===== src/rtl/fpx_pkg.sv =====
package fpx_pkg;
  localparam int NFLAG = 6;

  typedef enum logic [1:0] {
    CLS_NONFP  = 2'd0,
    CLS_WAITFP = 2'd1,
    CLS_NOWAIT = 2'd2,
    CLS_WAIT   = 2'd3
  } iss_cls_e;

  function automatic logic cls_waits(input logic [1:0] c);
    return (c == CLS_WAITFP) || (c == CLS_WAIT);
  endfunction
endpackage


===== src/rtl/fpx_flag_bank.sv =====
module fpx_flag_bank #(
  parameter int W = fpx_pkg::NFLAG
) (
  input  logic         clk,
  input  logic         rst_n,
  input  logic [W-1:0] set_i,
  input  logic [W-1:0] mask_i,
  input  logic         clr_i,
  output logic [W-1:0] flags_o,
  output logic         pending_o
);
  logic [W-1:0] flags_r;
  logic [W-1:0] live;

  // Sticky flags: clear first, then new sets are merged in.
  always_ff @(posedge clk) begin
    if (!rst_n) flags_r <= '0;
    else        flags_r <= (clr_i ? '0 : flags_r) | set_i;
  end

  generate
    for (genvar i = 0; i < W; i++) begin : g_live
      assign live[i] = flags_r[i] & ~mask_i[i];
    end
  endgenerate

  assign flags_o   = flags_r;
  assign pending_o = |live;

  a_r1_clear_empties: assert property (@(posedge clk) disable iff (!rst_n)
    (clr_i && set_i == '0) |=> (flags_o == '0));
  a_r1_set_sticks: assert property (@(posedge clk) disable iff (!rst_n)
    (set_i != '0) |=> ((flags_o & $past(set_i)) == $past(set_i)));
endmodule


===== src/rtl/fpx_freeze_unit.sv =====
module fpx_freeze_unit (
  input  logic       clk,
  input  logic       rst_n,
  input  logic       valid_i,
  input  logic [1:0] cls_i,
  input  logic       pending_i,
  input  logic       ne_i,
  input  logic       ign_n_i,
  input  logic       irq_i,
  output logic       stall_o,
  output logic       pulse_o
);
  import fpx_pkg::*;

  logic frozen_r;
  logic pulse_r;
  logic waits;
  logic legacy_gate;

  assign waits       = valid_i && cls_waits(cls_i);
  assign legacy_gate = !ne_i && ign_n_i;
  assign stall_o     = waits && legacy_gate && (frozen_r || pending_i);

  always_ff @(posedge clk) begin
    if (!rst_n)        frozen_r <= 1'b0;
    else if (irq_i)    frozen_r <= 1'b0;
    else if (stall_o)  frozen_r <= 1'b1;
  end

  always_ff @(posedge clk) begin
    if (!rst_n) pulse_r <= 1'b0;
    else        pulse_r <= waits && ne_i && pending_i;
  end

  assign pulse_o = pulse_r;

  a_r4_nonwait_flows: assert property (@(posedge clk) disable iff (!rst_n)
    (valid_i && !cls_waits(cls_i)) |-> !stall_o);
  a_r6_stall_holds: assert property (@(posedge clk) disable iff (!rst_n)
    (stall_o && !irq_i) |=> (stall_o || !(waits && legacy_gate)));
  a_r9_pulse_origin: assert property (@(posedge clk) disable iff (!rst_n)
    pulse_o |-> $past(ne_i && waits));
endmodule


===== src/rtl/fpx_freeze_ctrl.sv =====
module fpx_freeze_ctrl #(
  parameter int NF = fpx_pkg::NFLAG
) (
  input  logic          clk,
  input  logic          rst_n,
  input  logic          iss_valid,
  input  logic [1:0]    iss_cls,
  output logic          iss_ready,
  input  logic [NF-1:0] exc_set,
  input  logic [NF-1:0] exc_mask,
  input  logic          ne_mode,
  input  logic          ignerr_n,
  input  logic          irq_taken,
  input  logic          flag_clr,
  output logic          err_n,
  output logic          exc_pulse,
  output logic [NF-1:0] flags_q
);
  logic pending;
  logic stall;

  fpx_flag_bank #(.W(NF)) u_flags (
    .clk(clk), .rst_n(rst_n), .set_i(exc_set), .mask_i(exc_mask),
    .clr_i(flag_clr), .flags_o(flags_q), .pending_o(pending)
  );

  fpx_freeze_unit u_frz (
    .clk(clk), .rst_n(rst_n), .valid_i(iss_valid), .cls_i(iss_cls),
    .pending_i(pending), .ne_i(ne_mode), .ign_n_i(ignerr_n),
    .irq_i(irq_taken), .stall_o(stall), .pulse_o(exc_pulse)
  );

  assign iss_ready = !stall;
  assign err_n     = !(pending && !ne_mode);

  a_r3_native_pin_quiet: assert property (@(posedge clk) disable iff (!rst_n)
    ne_mode |-> err_n);
  a_r3_pin_needs_flags: assert property (@(posedge clk) disable iff (!rst_n)
    !err_n |-> ((flags_q & ~exc_mask) != '0));
endmodule


===== config.mk =====
export PLATFORM = sky130hd
export DESIGN_NAME = fpx_freeze_ctrl
export DESIGN_NICKNAME = d
export VERILOG_FILES = /design/src/rtl/fpx_pkg.sv /design/src/rtl/fpx_flag_bank.sv /design/src/rtl/fpx_freeze_unit.sv /design/src/rtl/fpx_freeze_ctrl.sv
export SDC_FILE = /design/constraint.sdc
export NUM_CORES = 1
export LEC_CHECK = 0
export ABC_CLOCK_PERIOD_IN_PS = 1200
export BUFFER_PORTS_ARGS = -buffer_cell sky130_fd_sc_hd__buf_4
export CAP_MARGIN = 20
export CORE_AREA = 2 2 39 41
export CTS_CLUSTER_SIZE = 25
export DETAILED_ROUTE_END_ITERATION = 16
export DIE_AREA = 0 0 41 43
export PLACE_DENSITY = 0.71
export SETUP_SLACK_MARGIN = 0.4
export SYNTH_ARGS = -nofsm -noshare
export SYNTH_HDL_FRONTEND = slang
export SYNTH_SLANG_ARGS = --single-unit
export TNS_END_PERCENT = 30

===== constraint.sdc =====
create_clock -name clk -period 1.2 [get_ports clk]
set_input_delay 0.06 -clock clk [delete_from_list [all_inputs] [get_ports clk]]
set_output_delay 0.06 -clock clk [all_outputs]
set_load 0.02 [all_outputs]

==> impl_metrics.toml <==
[status]
status = "finished, violations left"
violations = "setup timing"

[power]
power_leakage_nw = 0.350
power_mw = 0.722
powerDensity_nw_per_um2 = 965
ir_worst_vdd_v = 0.000482

[worst_setup_path]
worstReg2RegStart = "u_flags.flags_o[1]$_SDFF_PN0_"
critPathMaxFanout = 3
critPathCaptureType = "output port"
cp.arrival_ns = 1.41
r2r_slack_ns = 0
cp-start-kind = "flop"
worstReg2RegEnd = "u_frz.frozen_r$_SDFFE_PP0P_"
r2r_cells = 4
critical_path_class = "reg -> out"
cp.required_ns = 1.14

[cts]
clk_latency_ns = 0.25
path_clk_slew_ns = 0.06
cts_tree = "done"
numCtsBuffers = 3
cts_num_sinks = 8
htreeDepth = 1
clk_path_buf_depth = 2
cts_root_buffer = "clkbuf_4"

[detailed_routing]
route.detailed.wl_per_inst_um = 11.0
drtIter0Drc = 1
avgViaCountPerCell = 4.49
drc = 0
wl_um = 1020
vias = 418
dr.pass1.iters = 4
antenna_left = 0

[timing]
setup_viol = 3
period_share_pct = 123
fin_setup_tns_ns = -0.505
rsz0062_at_grt = "true"
fmax_mhz = 679
period_needed_ns = 1.47
hold_viol = 0
setup_slack_ns = -0.273
slew-limit-headroom_pct = 77.5
fin_hold_ws_ns = 0.0111
slew_violations = 0
finClkSkew_ns = 0.00445
tightestPinTransition_ns = 0.338

[global_routing]
grt_pass1_wl_um = 1530
grt_start_max_net_pins = 7
grt_pass1_vias = 432
antenna_found_initial = 0
grt_usage_pct = 13.0
grt-ovfl-total = 0

[run]
timing.max_cap.violations = 0

[synthesis]
ys_top_cells_by_area = "dfxtp_1 (44%), o21a_1 (8.2%), a2111oi_4 (7.6%)"
synth_top_area_share_pct = 44.0
yosysSeqAreaShare_pct = 44.0
synth_top_area_cell = "dfxtp_1"
synth_cell_types = 15
syn_nets = 59
syn_inst = 38
yosysWarnings = 0
synthesis.area_um2 = 364
synth_seq_cells = 8
postSynthAreaPerCell_um2 = 9.58

[min_path]
hold_class = "in -> reg"
min_to = "u_flags.flags_o[4]$_SDFF_PN0_"
worstHoldPathCells = 2
holdCritStartpoint = "exc_set[4]"

[cells_and_area]
nNetsFinal = 99
final_cell_mix = "buf_4 (23), buf_6 (10), inv_1 (6), dfxtp_2 (5)"
n_antenna_cell = 0
area_growth_pct = 105
drive_gt1_share_pct = 61.0
layout_commonest_cell = "buf_4"
finish.instance_area_um2 = 748

[placed_design]
pre_cts_slack_ns = -0.0626
placed_area_um2 = 622
dpl.hpwl_um = 780
place_congestion = 0.619
io_buffers = 28

[floorplan]
chipWidth_um = 41
num_io_pins = 30
die_h_um = 43
initial_core_util_pct = 26.3
fp-row-count = 14
die-area_um2 = 1760
coreArea_um2 = 1380
cell families after synthesis:
logic type      after synthesis  synth area share [%]
compound gates               13                  30.9
buf+inv                       6                  6.19
flops                         8                  44.0
simple gates                 11                  18.9
sequential cells by signal (all words and copies together), names as in the netlist:
signal,count
u_flags.flags_o,6
u_frz.frozen_r,1
u_frz.pulse_o,1
per-layer routing:
layer	GRT usage [%]	part of all wire [%]
met2	21.9	54
met3	3.14	8.8
met5	0	0
met4	6.00	0.39
met1	14.2	37
critical path, stage by stage, from the launching register on:
cell and delay, ns:
dfxtp_2 0.32, nor2b_4 0.12, a2111oi_4 0.38, a31o_1 0.22
buf_6 0.12
report_power, final:
part	internal [mW]	leakage [nW]	switching [mW]	total (mW)
combinational	0.127	0.267	0.0805	0.207
sequential	0.282	0.0680	0.0102	0.292
clock	0.127	0.0150	0.0950	0.222
final cells by class:
cell class / instances / area [µm²]
clock buffer: 4 / 26.3
timing repair buffer: 35 / 305
tap: 16 / 20.0
sequential: 8 / 170
multi-input combinational: 24 / 204
inverter: 6 / 22.5
fill: 135 / 636
Yosys cell counts:
cell type  count
a2111oi_4      1
a211o_1        1
a21o_1         1
a21oi_1        3
a31o_1         1
a31oi_1        1
dfxtp_1        8
inv_1          6
nand4_1        1
nand4b_1       1
nor2_1         4
nor2b_1        4
nor2b_4        1
o21a_1         4
o22a_1         1
through the flow:
step	instances	utilization, %
floorplan	38	-
global placement	84	44.9
detailed placement	84	44.9
CTS	91	51.8
global route	93	54.1
finish	93	54.1
how the worst max path moves through the flow:
stage / startpoint / endpoint / cells after the start
floorplan: u_flags.flags_o[3]$_SDFF_PN0_ / iss_ready / 3
global placement: u_flags.flags_o[3]$_SDFF_PN0_ / iss_ready / 4
detailed placement: u_flags.flags_o[3]$_SDFF_PN0_ / iss_ready / 4
CTS: u_flags.flags_o[1]$_SDFF_PN0_ / iss_ready / 4
global route: u_flags.flags_o[1]$_SDFF_PN0_ / iss_ready / 4
finish: u_flags.flags_o[1]$_SDFF_PN0_ / iss_ready / 4
timing repair:
item                                    4_1_cts  5_1_grt
endpoints found under the setup margin        9       12
hold buffers                                  1        1
setup buffers                                 2        1
cloned                                        0        0
hold endpoints to repair                      1        1
resized for setup                            11        5
pin swaps                                     4        3
No activity file was read; power rests on OpenSTA's default activity.
